**src/rtl/rspi_pkg.sv**
```systemverilog
package rspi_pkg;

  typedef enum logic [2:0] {
    OP_WRITE       = 3'd0,
    OP_READ        = 3'd1,
    OP_BURST_BEGIN = 3'd2,
    OP_BURST_BYTE  = 3'd3,
    OP_BURST_END   = 3'd4
  } rspi_op_e;

  typedef enum logic [2:0] {
    S_IDLE  = 3'd0,
    S_SHIFT = 3'd1,
    S_HOLD  = 3'd2,
    S_DESEL = 3'd3,
    S_OPEN  = 3'd4
  } rspi_state_e;

  // direction flag placed in the top bit of the address byte
  localparam logic DIR_WRITE = 1'b1;
  localparam logic DIR_READ  = 1'b0;

endpackage

```
**src/rtl/rspi_half_timer.sv**
```systemverilog
// Produces one tick per SCLK half period while run is high.
// The count restarts whenever run is low, so the first tick comes
// exactly HALF_CYCLES clocks after run rises.
module rspi_half_timer #(
  parameter int unsigned HALF_CYCLES = 3
) (
  input  logic clk,
  input  logic rst_n,
  input  logic run,
  output logic tick
);

  generate
    if (HALF_CYCLES <= 1) begin : g_every_cycle
      assign tick = run;
    end else begin : g_counter
      localparam int unsigned CW = $clog2(HALF_CYCLES);
      localparam logic [CW-1:0] LAST = CW'(HALF_CYCLES - 1);

      logic [CW-1:0] cnt_q;
      logic [CW-1:0] cnt_d;

      assign tick = run && (cnt_q == LAST);

      always_comb begin
        if (!run || tick) cnt_d = '0;
        else              cnt_d = cnt_q + 1'b1;
      end

      always_ff @(posedge clk or negedge rst_n) begin
        if (!rst_n) cnt_q <= '0;
        else        cnt_q <= cnt_d;
      end
    end
  endgenerate

endmodule

```
**src/rtl/rspi_shifter.sv**
```systemverilog
// Mode 0 byte engine: drives SCLK and MOSI and samples MISO.
// A load presents the MSB at once. Each tick toggles SCLK: a rising
// edge samples MISO and a falling edge advances MOSI.
module rspi_shifter #(
  parameter int unsigned FRAME_BITS = 8
) (
  input  logic                  clk,
  input  logic                  rst_n,
  input  logic                  load,
  input  logic [FRAME_BITS-1:0] load_byte,
  input  logic                  tick,
  input  logic                  miso,
  output logic                  sclk,
  output logic                  mosi,
  output logic                  byte_done,
  output logic [FRAME_BITS-1:0] rx_byte
);

  localparam int unsigned EDGES = 2 * FRAME_BITS;
  localparam int unsigned ECW   = $clog2(EDGES);
  localparam logic [ECW-1:0] LAST_EDGE = ECW'(EDGES - 1);

  logic [FRAME_BITS-1:0] tx_q, tx_d;
  logic [FRAME_BITS-1:0] rx_q, rx_d;
  logic [ECW-1:0]        edge_q, edge_d;
  logic                  sclk_q, sclk_d;
  logic                  act_q, act_d;
  logic                  last_edge;

  assign last_edge = (edge_q == LAST_EDGE);
  assign byte_done = act_q && tick && sclk_q && last_edge;
  assign sclk      = sclk_q;
  assign mosi      = tx_q[FRAME_BITS-1];
  assign rx_byte   = rx_q;

  always_comb begin
    tx_d   = tx_q;
    rx_d   = rx_q;
    edge_d = edge_q;
    sclk_d = sclk_q;
    act_d  = act_q;
    if (load) begin
      tx_d   = load_byte;
      edge_d = '0;
      sclk_d = 1'b0;
      act_d  = 1'b1;
    end else if (act_q && tick) begin
      edge_d = last_edge ? '0 : edge_q + 1'b1;
      if (!sclk_q) begin
        sclk_d = 1'b1;
        rx_d   = {rx_q[FRAME_BITS-2:0], miso};
      end else begin
        sclk_d = 1'b0;
        if (last_edge) act_d = 1'b0;
        else           tx_d  = {tx_q[FRAME_BITS-2:0], 1'b0};
      end
    end
  end

  always_ff @(posedge clk or negedge rst_n) begin
    if (!rst_n) begin
      tx_q   <= '0;
      rx_q   <= '0;
      edge_q <= '0;
      sclk_q <= 1'b0;
      act_q  <= 1'b0;
    end else begin
      tx_q   <= tx_d;
      rx_q   <= rx_d;
      edge_q <= edge_d;
      sclk_q <= sclk_d;
      act_q  <= act_d;
    end
  end

endmodule

```
**src/rtl/rspi_seq.sv**
```systemverilog
// Transaction sequencer: accepts commands, orders the bytes,
// owns chip select and reports completion.
module rspi_seq
  import rspi_pkg::*;
#(
  parameter int unsigned DATA_W = 8
) (
  input  logic              clk,
  input  logic              rst_n,
  input  logic              cmd_valid,
  input  logic [2:0]        cmd_op,
  input  logic [DATA_W-2:0] cmd_addr,
  input  logic [DATA_W-1:0] cmd_wdata,
  input  logic              tick,
  input  logic              byte_done,
  input  logic [DATA_W-1:0] rx_byte,
  output logic              load,
  output logic [DATA_W-1:0] load_byte,
  output logic              run,
  output logic              cs_n,
  output logic              busy,
  output logic              done,
  output logic [DATA_W-1:0] rdata
);

  rspi_state_e       state_q, state_d;
  logic              cs_n_q, cs_n_d;
  logic              pend_q, pend_d;
  logic [DATA_W-1:0] second_q, second_d;
  logic              rd_q, rd_d;
  logic              burst_q, burst_d;
  logic [DATA_W-1:0] rdata_q, rdata_d;
  logic              done_q, done_d;

  assign run   = (state_q == S_SHIFT) || (state_q == S_HOLD) || (state_q == S_DESEL);
  assign busy  = !((state_q == S_IDLE) || (state_q == S_OPEN));
  assign cs_n  = cs_n_q;
  assign done  = done_q;
  assign rdata = rdata_q;

  always_comb begin
    state_d   = state_q;
    pend_d    = pend_q;
    second_d  = second_q;
    rd_d      = rd_q;
    burst_d   = burst_q;
    rdata_d   = rdata_q;
    done_d    = 1'b0;
    load      = 1'b0;
    load_byte = '0;
    case (state_q)
      S_IDLE: begin
        if (cmd_valid) begin
          case (cmd_op)
            OP_WRITE: begin
              load      = 1'b1;
              load_byte = {DIR_WRITE, cmd_addr};
              pend_d    = 1'b1;
              second_d  = cmd_wdata;
              rd_d      = 1'b0;
              burst_d   = 1'b0;
              state_d   = S_SHIFT;
            end
            OP_READ: begin
              load      = 1'b1;
              load_byte = {DIR_READ, cmd_addr};
              pend_d    = 1'b1;
              second_d  = '0;
              rd_d      = 1'b1;
              burst_d   = 1'b0;
              state_d   = S_SHIFT;
            end
            OP_BURST_BEGIN: begin
              load      = 1'b1;
              load_byte = {DIR_WRITE, cmd_addr};
              pend_d    = 1'b0;
              rd_d      = 1'b0;
              burst_d   = 1'b1;
              state_d   = S_SHIFT;
            end
            default: ;
          endcase
        end
      end
      S_SHIFT: begin
        if (byte_done) begin
          if (pend_q) begin
            load      = 1'b1;
            load_byte = second_q;
            pend_d    = 1'b0;
          end else begin
            if (rd_q) rdata_d = rx_byte;
            if (burst_q) begin
              state_d = S_OPEN;
              done_d  = 1'b1;
            end else begin
              state_d = S_HOLD;
            end
          end
        end
      end
      S_HOLD: begin
        if (tick) state_d = S_DESEL;
      end
      S_DESEL: begin
        if (tick) begin
          state_d = S_IDLE;
          done_d  = 1'b1;
        end
      end
      S_OPEN: begin
        if (cmd_valid) begin
          case (cmd_op)
            OP_BURST_BYTE: begin
              load      = 1'b1;
              load_byte = cmd_wdata;
              state_d   = S_SHIFT;
            end
            OP_BURST_END: begin
              burst_d = 1'b0;
              state_d = S_HOLD;
            end
            default: ;
          endcase
        end
      end
      default: state_d = S_IDLE;
    endcase
    cs_n_d = (state_d == S_IDLE) || (state_d == S_DESEL);
  end

  always_ff @(posedge clk or negedge rst_n) begin
    if (!rst_n) begin
      state_q  <= S_IDLE;
      cs_n_q   <= 1'b1;
      pend_q   <= 1'b0;
      second_q <= '0;
      rd_q     <= 1'b0;
      burst_q  <= 1'b0;
      rdata_q  <= '0;
      done_q   <= 1'b0;
    end else begin
      state_q  <= state_d;
      cs_n_q   <= cs_n_d;
      pend_q   <= pend_d;
      second_q <= second_d;
      rd_q     <= rd_d;
      burst_q  <= burst_d;
      rdata_q  <= rdata_d;
      done_q   <= done_d;
    end
  end

endmodule

```
**src/rtl/radio_spi_master.sv**
```systemverilog
module radio_spi_master #(
  parameter int unsigned HALF_CYCLES = 3,
  parameter int unsigned DATA_W      = 8
) (
  input  logic              clk,
  input  logic              rst_n,
  input  logic              cmd_valid,
  input  logic [2:0]        cmd_op,
  input  logic [DATA_W-2:0] cmd_addr,
  input  logic [DATA_W-1:0] cmd_wdata,
  output logic              busy,
  output logic              done,
  output logic [DATA_W-1:0] rdata,
  output logic              sclk,
  output logic              mosi,
  input  logic              miso,
  output logic              cs_n
);

  localparam int unsigned SYNC_STAGES = 2;

  logic [SYNC_STAGES-1:0] rst_pipe_q;
  logic                   rst_int_n;
  logic                   tick;
  logic                   run;
  logic                   load;
  logic [DATA_W-1:0]      load_byte;
  logic                   byte_done;
  logic [DATA_W-1:0]      rx_byte;

  // reset asserts at once and releases on a clock edge
  always_ff @(posedge clk or negedge rst_n) begin
    if (!rst_n) rst_pipe_q <= '0;
    else        rst_pipe_q <= {rst_pipe_q[SYNC_STAGES-2:0], 1'b1};
  end
  assign rst_int_n = rst_pipe_q[SYNC_STAGES-1];

  rspi_half_timer #(.HALF_CYCLES(HALF_CYCLES)) u_timer (
    .clk   (clk),
    .rst_n (rst_int_n),
    .run   (run),
    .tick  (tick)
  );

  rspi_shifter #(.FRAME_BITS(DATA_W)) u_shift (
    .clk       (clk),
    .rst_n     (rst_int_n),
    .load      (load),
    .load_byte (load_byte),
    .tick      (tick),
    .miso      (miso),
    .sclk      (sclk),
    .mosi      (mosi),
    .byte_done (byte_done),
    .rx_byte   (rx_byte)
  );

  rspi_seq #(.DATA_W(DATA_W)) u_seq (
    .clk       (clk),
    .rst_n     (rst_int_n),
    .cmd_valid (cmd_valid),
    .cmd_op    (cmd_op),
    .cmd_addr  (cmd_addr),
    .cmd_wdata (cmd_wdata),
    .tick      (tick),
    .byte_done (byte_done),
    .rx_byte   (rx_byte),
    .load      (load),
    .load_byte (load_byte),
    .run       (run),
    .cs_n      (cs_n),
    .busy      (busy),
    .done      (done),
    .rdata     (rdata)
  );

endmodule

```
**config.mk**
```make
export PLATFORM = sky130hd
export DESIGN_NAME = radio_spi_master
export DESIGN_NICKNAME = d
export VERILOG_FILES = /design/src/rtl/rspi_pkg.sv /design/src/rtl/rspi_half_timer.sv /design/src/rtl/rspi_shifter.sv /design/src/rtl/rspi_seq.sv /design/src/rtl/radio_spi_master.sv
export SDC_FILE = /design/constraint.sdc
export NUM_CORES = 1
export LEC_CHECK = 0
export BUFFER_PORTS_ARGS = -buffer_cell sky130_fd_sc_hd__buf_4
export CAP_MARGIN = 0
export CORE_MARGIN = 2
export CORE_UTILIZATION = 51
export CTS_CLUSTER_SIZE = 14
export DETAILED_ROUTE_END_ITERATION = 8
export HOLD_SLACK_MARGIN = 0.08
export PLACE_DENSITY = 0.75
export SYNTH_ARGS = -nofsm -noshare
export SYNTH_HDL_FRONTEND = slang
export SYNTH_HIERARCHICAL = 1
export SYNTH_SLANG_ARGS = --single-unit
```
**constraint.sdc**
```tcl
create_clock -name clk -period 1.72 [get_ports clk]
set_clock_uncertainty 0.15 [all_clocks]
set_input_delay 0.086 -clock clk [delete_from_list [all_inputs] [get_ports clk]]
set_output_delay 0.086 -clock clk [all_outputs]
set_load 0.02 [all_outputs]
```
After elaboration in Yosys (flattened, before gate mapping)

Index checks and enable logic that the tools add are counted.
W data, S select, Z words.

Register bits after elaboration: 50
Output and inout bits: 13
Word-level logic and storage cells: 124
Bits of input ports: 22

Reduce and logical (&&, ||, !) cells: 32
$add $sub $neg: 2
Multiplexer cells: 55
Eq/ne operators: 17
Bitwise logic cells: 3

Operator list:

| cell                  | count |
|---|---|
| $mux W8               | 9 |
| $pmux W8 S2           | 2 |
| $mux W3               | 8 |
| $pmux W8 S3           | 1 |
| $mux W1               | 22 |
| $eq A3 B2 Y1 const B  | 5 |
| $pmux W3 S5           | 1 |
| $reduce_and A3 Y1     | 5 |
| $reduce_bool A2 Y1    | 7 |
| $mux W4               | 3 |
| $pmux W1 S2           | 6 |
| $ne A2 B2 Y1 const B  | 5 |
| $logic_not A3 Y1      | 3 |
| $reduce_and A4 Y1     | 2 |
| $eq A3 B1 Y1 const B  | 2 |
| $eq A3 B3 Y1 const B  | 2 |
| $pmux W3 S2           | 1 |
| $logic_or A1 B1 Y1    | 5 |
| $reduce_and A5 Y1     | 1 |
| $add A4 B1 Y4 const B | 1 |
| $eq A4 B4 Y1 const B  | 1 |
| $logic_and A1 B1 Y1   | 4 |
| $reduce_or A2 Y1      | 2 |
| $ne A3 B3 Y1 const B  | 1 |
| other kinds (7)       | 10 |

Longest topological paths before layout

Gate-level depths: netlist of the first run.

Depth after elaboration: 11
Depth in mapped cells: 11
Mapped depth without buffers: 11

By module

Netlist of the first run, hierarchy kept.

By module, submodules not included:

| module           | cells each | area each (um^2) | times used | sequential area each (um^2) |
|---|---|---|---|---|
| rspi_seq         | 125        | 1277.5           | 1          | 601.8 |
| rspi_shifter     | 94         | 1018.5           | 1          | 550.5 |
| rspi_half_timer  | 7          | 97.6             | 1          | 50.0 |
| radio_spi_master | 3          | 53.8             | 1          | 50.0 |

Worst setup path after synthesis of the first run

No wires, ideal clock.

Kind: reg-to-reg
From: reg u_seq.state_q[0]
To: reg u_shift.rx_q[0] (netlist: u_shift/rx_byte[0])
Slack: -1.039 ns
Data required time: 1.445 ns
Cell stages (with the launch flop): 11
Path buffers: 0
Period minus slack after synthesis: 2.759 ns
Setup time: 0.125 ns
Arrival time: 2.484 ns
Cell sequence: dfrtp_1 -> nor2_1 -> nor2_1 -> and2_1 -> nand3_1 -> nor2_1 -> nand4bb_1 -> nor2_1 -> or3_1 -> nor3_4 -> mux2_2

Cells in the longest elaborated chain, start to end: 11
Elaborated cells on any way between the ends: 15
Those cells by class: 4 x eq/ne; 2 x mux; 1 x bitwise; 8 x reduce/logical

Ends and longest elaborated chain:

| element                                      | RTL line               | source |
|---|---|---|
| start: declaration                           | rspi_seq.sv:26         | `rspi_state_e state_q, state_d;` |
| start signal: assignment                     | rspi_seq.sv:143        | `state_q <= state_d;` |
| $eq A3 B1 Y1 or $eq A3 B2 Y1 (tied branches) | rspi_seq.sv:35         | `assign run = (state_q == S_SHIFT) \|\| (state_q == S_HOLD) \|\| (state_q == S_DESEL);` |
| $logic_or A1 B1 Y1                           | rspi_seq.sv:35         |  |
| $logic_or A1 B1 Y1 *                         | rspi_seq.sv:35         |  |
| net run                                      | radio_spi_master.sv:25 | `logic run;` |
| $logic_and A1 B1 Y1 *                        | rspi_half_timer.sv:23  | `assign tick = run && (cnt_q == LAST);` |
| net tick                                     | radio_spi_master.sv:24 | `logic tick;` |
| $logic_and A1 B1 Y1 * (3 in a row)           | rspi_shifter.sv:31     | `assign byte_done = act_q && tick && sclk_q && last_edge;` |
| net byte_done                                | radio_spi_master.sv:28 | `logic byte_done;` |
| $mux W1 *                                    | rspi_seq.sv:86         | `if (byte_done) begin` |
| $pmux W1 S3 *                                | rspi_seq.sv:51         | `case (state_q)` |
| net load                                     | radio_spi_master.sv:26 | `logic load;` |
| $not A1 Y1 (no line) *                       | n/a                    |  |
| $reduce_and A3 Y1 (no line) *                | n/a                    |  |
| end signal: assignment                       | rspi_shifter.sv:69     | `rx_q <= rx_d;` |
| end: declaration                             | rspi_shifter.sv:24     | `logic [FRAME_BITS-1:0] rx_q, rx_d;` |

Mark *: on every way through the listed nets, which the timed path passes. The rest lies on a longest branch.
A chain may end at the register's enable or synchronous reset.

Final worst setup path of the first run

From: reg u_seq.state_q[1]
To: reg u_shift.rx_q[7] (netlist: u_shift/rx_byte[7])

The elaborated chain is that of the path after synthesis.

==> flow_summary.toml, run 1 <==
[clock_network]
cts_buffers = 5
cts_tree = "built"
insertion_delay_ps = 320
htreeDepth = 2
clock_path_buffers = 2
clkTransAtPathRegs_ps = 100
cts_sinks = 50
root_buffer = "clkbuf_8"

[sta]
tightest_slew_ps = 549
hold_ws_ps = 88.1
hold_viol = 0
fmax_mhz = 423
fin_crit_sh_pct = 138
min_period_ps = 2370
setup_viol = 45
setup_slack_ps = -647
slew_viol_final = 0
maxSlewHeadroom_pct = 63.3
tns_ps = -23190
rsz0062_at_grt = "yes"

[placed_design]
placedCellCount = 339
dp_hpwl_mm = 3.73
dpl_cell_area_um2 = 3050
io_buffer_count = 34
gp_congestion = 0.814
dp_slack_ps = -614

[synth]
synth_fp_nets = 253
synth_area_leader_cell = "dfrtp_1"
netlist_area_um2 = 2450
yosysWarnings = 6
synth_area_leaders = "dfrtp_1 (50%), mux2_2 (7.4%), o21ai_0 (3.1%), nand2_1 (2.9%), a222oi_1 (2.9%)"
synth_top_area_share_pct = 50.1
syn_inst = 229
syn_area_per_cell_um2 = 10.7
ys_types = 48
ys_seq_elements = 50
ys_seq_area_share_pct = 51.2

[grt]
antenna_found_initial = 0
grt-ovfl-total = 0
grt_pass1_wl_mm = 10.7
grt_max_degree = 38
grt_pass1_vias = 2194
gr-usage-all-layers_pct = 26.5

[drt]
wl_per_cell_um = 19.0
via_per_inst = 5.96
drc = 0
postRouteAntennaNets = 0
drt-pass1-iter-count = 8
drtIter0Drc = 302
vias = 2284
wl_mm = 7.29

[setup_path]
cp_common_cell = "nor2_4"
r2r-start = "u_seq/state_q[1]$_DFF_PN0_"
critical_path_class = "flip-flop to flip-flop"
slowest_stage = "dfrtp_1"
critPathBufInv = 1
path_cells = "nor2_4, nor2_2, and2_4, nand3_4, nor2_4, nand4bb_4, nor2_4, or3_4, nor3_4, buf_12, mux2_2"
cp.required_ps = 1780
cp-end-kind = "flip-flop"
crit_family = "simple AND/OR/NAND/NOR gates"
cpPeakStageDelay_ps = 440
path_max_fanout = 8
critPathLaunch = "u_seq/state_q[1]$_DFF_PN0_"
cp_data_arrival_time_ps = 2430
critPathLaunchType = "flip-flop"

[power]
p_leak_nw = 1.73
p_per_area_nw_per_um2 = 1120
vdd_drop_max_mv = 0.551

[flow_run]
maxCapViolCount = 0

[status]
status = "finished, violations left"
violations = "negative setup slack"

[finish]
final_nets = 352
final_common_cell = "buf_4"
syn2layout_area_growth_pct = 51.3
postLayoutCellArea_um2 = 3700
drive_gt1_share_pct = 45.9
layout_common_cells = "buf_4 (66), dfrtp_1 (47), dlygate4sd3_1 (21)"
antenna_cells = 0
final_cells = 383

[floorplanning]
dieArea_um2 = 5370
die_y_um = 73.3
initial_utilization_pct = 52.5
fp.dieW_um = 73.3
pin_count = 35
rows = 25
core-area_um2 = 4660

[hold_path]
hp-class = "flip-flop to asynchronous set/reset pin"
[cell usage after synthesis (all sizes together)]
| cell | count |
|---|---|
| nand2b | 9 |
| buf | 6 |
| nor3 | 1 |
| dfrtp | 49 |
| nand3 | 7 |
| mux2 | 16 |
| nor4bb | 1 |
| nand4b | 1 |
| xnor2 | 2 |
| a21oi | 12 |
| a22oi | 2 |
| clkbuf | 5 |
| or2b | 1 |
| inv | 12 |
| nand4bb | 1 |
| ha | 2 |
| o211ai | 1 |
| nor3b | 3 |
| nor2 | 10 |
| or2 | 1 |
| o2111ai | 1 |
| xor2 | 2 |
| or3 | 4 |
| a222oi | 7 |
| a41oi | 8 |
| or4b | 2 |
| a211o | 2 |
| o21ai | 23 |
| and3b | 1 |
| conb | 1 |
| nor2b | 7 |
| o22a | 1 |
| and2 | 3 |
| a211oi | 1 |
| nand2 | 20 |
| o311ai | 2 |
| and3 | 1 |
| dfstp | 1 |
[routing by layer]
layer  wire length (um)  global-route usage (%)  vias up
met5                  0                       0        -
met4                184                    9.05        0
met3                360                    6.17       26
met2               3680                    43.2      100
met1               3060                    34.9     1130
li1                   -                       -     1028
[where the power goes]
part / leakage, nW / switching, mW / internal, mW / total [mW]
logic: 1.05 / 0.781 / 0.832 / 1.61
registers: 0.637 / 0.282 / 1.55 / 1.83
clock network: 0.0408 / 0.430 / 0.291 / 0.722
total: 1.73 / 1.49 / 2.67 / 4.16
[path summary, 6_finish.rpt]
check | endpoint | cells past startpoint | slack [ps]
setup / recovery | u_shift/rx_byte[7]$_DFFE_PN0P_ | 11 | -650
hold / removal | u_shift/rx_byte[0]$_DFFE_PN0P_ | 1 | 90
setup reg to reg | u_shift/rx_byte[7]$_DFFE_PN0P_ | 11 | -650
hold reg to reg | u_shift/rx_byte[0]$_DFFE_PN0P_ | 1 | 90
max in group asynchronous | u_seq/second_q[2]$_DFFE_PN0P_ | 1 | 360
min in group clk | u_seq/second_q[7]$_DFFE_PN0P_ | 4 | 110
[through the flow]
stage,power [mW],utilization [%]
2_1_floorplan,2.56,-
3_3_place_gp,3.04,65.4
4_1_cts,3.94,76.9
5_1_grt,4.36,79.4
3_5_place_dp,3.09,65.4
6_report,4.16,79.4
[registers in the layout, summed over array words and instances (netlist names)]
| name | flops |
|---|---|
| u_seq/rdata | 8 |
| u_seq/state_q | 3 |
| u_shift/sclk | 1 |
| u_seq/rd_q | 1 |
| u_shift/act_q | 1 |
| u_shift/tx_q | 8 |
| u_seq/pend_q | 1 |
| rst_pipe_q | 2 |
| u_shift/edge_q | 4 |
| u_timer/g_counter.cnt_q | 2 |
| u_seq/second_q | 8 |
| u_seq/burst_q | 1 |
| u_seq/done | 1 |
| u_seq/cs_n | 1 |
| u_shift/rx_byte | 8 |
[worst reg2reg max path, cell delays in order (launching register included)]
cell,delay [ps]
dfrtp_1,440
nor2_4,150
nor2_2,50
and2_4,170
nand3_4,70
nor2_4,50
nand4bb_4,120
nor2_4,40
or3_4,360
nor3_4,180
buf_12,160
mux2_2,330
[timing repair]
| action | in CTS | in global routing |
|---|---|---|
| endpoints found under the hold margin | 33 | 0 |
| pin swaps | 7 | 9 |
| resized for setup | 30 | 23 |
| gates cloned | 2 | 1 |
| hold buffers | 21 | 0 |
| setup endpoints to repair | 45 | 46 |
| buffers inserted | 12 | 6 |
[kinds of logic (layout without fill, tap and decap cells)]
| family | Yosys count | after routing | share of synthesized area, % |
|---|---|---|---|
| AOI/OAI and AO/OA | 60 | 60 | 17.0 |
| other | 1 | 1 | 0.153 |
| adders and majority gates | 2 | 2 | 1.02 |
| DFF | 50 | 50 | 51.2 |
| buffers and inverters | 23 | 123 | 4.35 |
| and+or+nand+nor | 73 | 73 | 17.5 |
| xor gates and xnor gates | 4 | 4 | 1.43 |
| muxes | 16 | 16 | 7.36 |
[cell type report]
cell class / instances / area (um^2)
clock inverter: 3 / 23.8
timing repair buffer: 103 / 920
tap: 54 / 67.6
inverter: 12 / 45.0
clock buffer: 5 / 68.8
multi-input combinational: 156 / 1320
sequential: 50 / 1250
fill: 263 / 958
(Power assumes the default switching activity.)
==> inputs of run 2 (changes only) <==
Settings changed: CORE_UTILIZATION 51 to 60, PLACE_DENSITY 0.75 to 0.83.
Clock period 1.72 ns to 2.8 ns, I/O delays scaled along.
==> run 2 against run 1 <==
Effect of this change: the run now ends clean; sequential power down 39%; register-to-register slack better by 870 ps; design area down 16%; routed wire length down 25%; die area down 14%; global-route usage down 0.097 points; count of clock-buffer cells in the layout up 2; combinational power down 59%; core utilization down 1.5 points.
==> flow_summary.toml, run 2 (synthesized netlist as in run 1, its figures left out) <==
[setup_path]
path_max_fanout = 8
r2r-start = "u_timer/g_counter.cnt_q[0]$_DFF_PN0_"
slowest_stage = "or3_1"
path_cells = "inv_1, ha_1, and2_1, nand3_1, nor2_1, nand4bb_1, nor2_1, or3_1, nor3_4, buf_12, mux2_2"
cp_common_cell = "nor2_1"
critPathBufInv = 2
cp.required_ps = 2840
cp_data_arrival_time_ps = 2610
critical_path_class = "flip-flop to flip-flop"
crit_family = "simple AND/OR/NAND/NOR gates"
cpPeakStageDelay_ps = 380
critPathLaunch = "u_timer/g_counter.cnt_q[0]$_DFF_PN0_"
critPathLaunchType = "flip-flop"
cp-end-kind = "flip-flop"

[finish]
final_nets = 313
drive_gt1_share_pct = 27.9
syn2layout_area_growth_pct = 26.5
fillers = 268
antenna_cells = 0
final_cells = 340
final_common_cell = "dfrtp_1"
final_util_pct = 78.0
postLayoutCellArea_um2 = 3100
seq_area_um2 = 1250
multi_input_area_um2 = 1090
layout_common_cells = "dfrtp_1 (48), buf_4 (44), dlygate4sd3_1 (19), nand2_1 (19), mux2_2 (16)"

[floorplanning]
die_y_um = 67.9
initial_utilization_pct = 61.6
pin_count = 35
rows = 23
fp.dieW_um = 67.9
core-area_um2 = 3970
dieArea_um2 = 4610

[sta]
setup_slack_ps = 224
tns_ps = 0
maxSlewHeadroom_pct = 33.9
min_period_ps = 2580
slew_viol_final = 0
fmax_mhz = 388
rsz0062_at_grt = "no"
setup_viol = 0
fin_crit_sh_pct = 92.0
hold_viol = 0
tightest_slew_ps = 992

[drt]
drt-pass1-iter-count = 4
wl_mm = 5.45
postRouteAntennaNets = 0
drtIter0Drc = 236
wl_per_cell_um = 16.0
via_per_inst = 5.89
drc = 0
vias = 2002

[hold_path]
holdCritStartpoint = "cmd_op[0]"
hp-class = "input port to flip-flop"

[clock_network]
clkTransAtPathRegs_ps = 90
cts_buffers = 5
cts_tree = "built"
clock_path_buffers = 2
root_buffer = "clkbuf_8"
cts_sinks = 50
insertion_delay_ps = 300
htreeDepth = 2
post_cts_resized = 0

[grt]
grt_max_degree = 49
grt_pass1_vias = 1955
grt-ovfl-total = 0
gr-usage-all-layers_pct = 26.4
met1_usage_pct = 35.0
gr-max-usage-layer = "met2"
antenna_found_initial = 0
grt_pass1_wl_mm = 8.98
met2_usage_pct = 43.4
met3_usage_pct = 3.62

[placed_design]
dpl_cell_area_um2 = 2780
io_buffer_count = 34
placedCellCount = 312
dp_hpwl_mm = 3.54
gp_congestion = 0.824
dp_slack_ps = 83.8

[power]
vdd_drop_max_mv = 0.444
pwr-share-seq_pct = 49.1
power.clock.fraction_pct = 21.9
p_int_mw = 1.55
swShare_pct = 31.9
p_per_area_nw_per_um2 = 732
power.switching_uw = 723
p_comb_share_pct = 29.0
p_leak_nw = 1.46

[status]
status = "complete, no violations"

[flow_run]
maxCapViolCount = 0
run 2: area by class of cell:
type	count	area share (%)
clock buffers	7	2.46
flip-flops and latches	50	40.5
well taps	50	2.02
clock inverters	1	0.970
inverters	12	1.45
repair buffers	64	17.5
multi-input cells	156	35.2
run 2: power groups by stage:
stage / registers, mW / clock network [mW] / logic [mW]
final: 1.11 / 0.496 / 0.658
after global routing: 1.14 / 0.532 / 0.733
after detailed placement: 1.12 / 0 / 0.610
after global placement: 1.11 / 0 / 0.582
after CTS: 1.11 / 0.499 / 0.633
after floorplan: 1.11 / 0 / 0.415
run 2: final timing paths:
| check | to | depth (start not counted) | slack [ps] |
|---|---|---|---|
| max in group asynchronous | u_seq/rdata[5]$_DFFE_PN0P_ | 0 | 1590 |
| hold / removal | u_seq/rd_q$_DFFE_PN0P_ | 2 | 80 |
| setup / recovery | u_shift/rx_byte[4]$_DFFE_PN0P_ | 11 | 220 |
| min in group asynchronous | u_timer/g_counter.cnt_q[0]$_DFF_PN0_ | 0 | 300 |
| hold reg to reg | rst_pipe_q[1]$_DFF_PN0_ | 0 | 210 |
| setup reg to reg | u_shift/rx_byte[4]$_DFFE_PN0P_ | 11 | 220 |
run 2: timing repair:
item	in CTS	in global routing
setup endpoints to repair	0	8
hold buffers	19	0
endpoints found under the hold margin	20	0
setup buffers	0	1
run 2: metrics by stage:
stage / power, mW / hold slack, ps
3_3_place_gp: 1.69 / -227
2_1_floorplan: 1.52 / -306
3_5_place_dp: 1.73 / -227
6_report: 2.27 / 83.7
5_1_grt: 2.41 / 105
4_1_cts: 2.24 / 82.0
run 2: layer usage:
| layer | wire length, um | share of wire, % |
|---|---|---|
| met1 | 2260 | 41 |
| met2 | 2800 | 51 |
| met3 | 269 | 4.9 |
| met4 | 129 | 2.4 |
| met5 | 0 | 0 |
==> inputs of run 3 (changes only) <==
Settings changed: RECOVER_POWER set to 25.
==> run 3 against run 2 <==
Effect of this change: critical endpoint unchanged; register-to-register slack gained 40 ps; hold slack gained 2.9 ps; the run now ends with max-capacitance violations, max-slew violations left; via count grew 0.20%; sequential share of layout area grew 0.71 points; routed wire length is essentially flat; combinational power shrank 4.3%; sequential cell count is the same.
==> flow_summary.toml, run 3 (synthesized netlist as in run 1, its figures left out) <==
[clock_network]
root_buffer = "clkbuf_8"
insertion_delay_ps = 300
post_cts_resized = 0
cts_sinks = 50
clkTransAtPathRegs_ps = 80
clock_path_buffers = 2
cts_tree = "built"
htreeDepth = 2
cts_buffers = 5

[power]
p_per_area_nw_per_um2 = 736
vdd_drop_max_mv = 0.442
p_leak_nw = 1.40

[setup_path]
slowest_stage = "or3_1"
cp-end-kind = "flip-flop"
critical_path_class = "flip-flop to flip-flop"
cpPeakStageDelay_ps = 380
cp_common_cell = "nor2_1"
r2r-start = "u_timer/g_counter.cnt_q[0]$_DFF_PN0_"
path_max_fanout = 8
critPathLaunchType = "flip-flop"
cp.required_ps = 2840
critPathLaunch = "u_timer/g_counter.cnt_q[0]$_DFF_PN0_"
path_cells = "inv_1, ha_1, and2_1, nand3_1, nor2_1, nand4bb_1, nor2_1, or3_1, nor3_4, buf_12, mux2_2"
critPathBufInv = 2
crit_family = "simple AND/OR/NAND/NOR gates"
cp_data_arrival_time_ps = 2570

[sta]
setup_viol = 0
hold_ws_ps = 86.5
maxSlewHeadroom_pct = -22.4
setup_slack_ps = 267
rsz0062_at_grt = "no"
tns_ps = 0
tightest_slew_ps = 1840
hold_viol = 0
fmax_mhz = 395
min_period_ps = 2530
fin_crit_sh_pct = 90.5
slew_viol_final = 49

[placed_design]
dp_hpwl_mm = 3.54
dp_slack_ps = 83.8
io_buffer_count = 34
gp_congestion = 0.824
placedCellCount = 312
dpl_cell_area_um2 = 2780

[finish]
final_common_cell = "dfrtp_1"
fillers = 288
drive_gt1_share_pct = 22.8
layout_common_cells = "dfrtp_1 (49), buf_4 (31), dlygate4sd3_1 (19), nand2_1 (19), mux2_2 (16)"
seq_area_um2 = 1250
antenna_cells = 0
multi_input_area_um2 = 1080
final_nets = 313
final_cells = 340
syn2layout_area_growth_pct = 24.2
postLayoutCellArea_um2 = 3040

[floorplanning]
core-area_um2 = 3970
initial_utilization_pct = 61.6
die_y_um = 67.9
dieArea_um2 = 4610
fp.dieW_um = 67.9
pin_count = 35
rows = 23

[drt]
vias = 2006
drt-pass1-iter-count = 6
via_per_inst = 5.90
wl_per_cell_um = 16.1
drtIter0Drc = 198
wl_mm = 5.46
postRouteAntennaNets = 0
drc = 0

[grt]
grt_pass1_wl_mm = 8.98
grt_max_degree = 49
antenna_found_initial = 0
gr-usage-all-layers_pct = 26.4
grt-ovfl-total = 0
grt_pass1_vias = 1955

[hold_path]
holdCritStartpoint = "cmd_op[0]"
hp-class = "input port to flip-flop"

[status]
status = "finished, violations left"
violations = "max-capacitance violations, max-slew violations"

[flow_run]
maxCapViolCount = 1
## run 3: worst reg2reg max path: cells and delay by family, from the launching register on
family | cells | cell delay (ps)
mux | 1 | 330
buf+inv | 2 | 200
flops | 1 | 350
fa+ha+maj | 1 | 210
simple gates | 7 | 1190
## run 3: worst paths after layout
kind | endpoint | slack, ps | cells past startpoint
worst min-delay path | u_seq/rd_q$_DFFE_PN0P_ | 90 | 2
worst min register to register | rst_pipe_q[1]$_DFF_PN0_ | 210 | 0
max in group asynchronous | u_seq/second_q[0]$_DFFE_PN0P_ | 810 | 0
min in group asynchronous | rst_pipe_q[1]$_DFF_PN0_ | 560 | 3
worst max register to register | u_shift/rx_byte[4]$_DFFE_PN0P_ | 270 | 11
worst max-delay path | u_shift/rx_byte[4]$_DFFE_PN0P_ | 270 | 11
## run 3: metal layers
metal / GRT usage, % / up-vias / part of all wire, %
li1: - / 944 / -
met1: 35.0 / 981 / 42
met2: 43.4 / 70 / 51
met3: 3.62 / 11 / 4.6
met4: 12.3 / 0 / 2.3
met5: 0 / - / 0
## run 3: timing repair
item                                    4_1_cts  5_1_grt
buffers inserted                              0        1
hold endpoints to repair                     20        0
endpoints found under the setup margin        0        8
hold buffers                                 19        0
## run 3: per-stage QoR
step	power (mW)	util [%]
after CTS	2.24	77.5
after floorplan	1.52	-
after global routing	2.38	76.6
after detailed placement	1.73	70.0
after global placement	1.69	70.0
final	2.24	76.6
## run 3: cell type report
class	instances	share of cell area, %
Tap cell	50	2.06
Clock inverter	1	0.988
Sequential cell	50	41.2
Inverter	12	1.48
Clock buffer	7	2.51
Timing Repair Buffer	64	16.3
Multi-Input combinational cell	156	35.5
## run 3: power breakdown
group | switching [mW] | internal, mW
clock | 0.228 | 0.267
combinational | 0.326 | 0.304
sequential | 0.164 | 0.948
total | 0.718 | 1.52
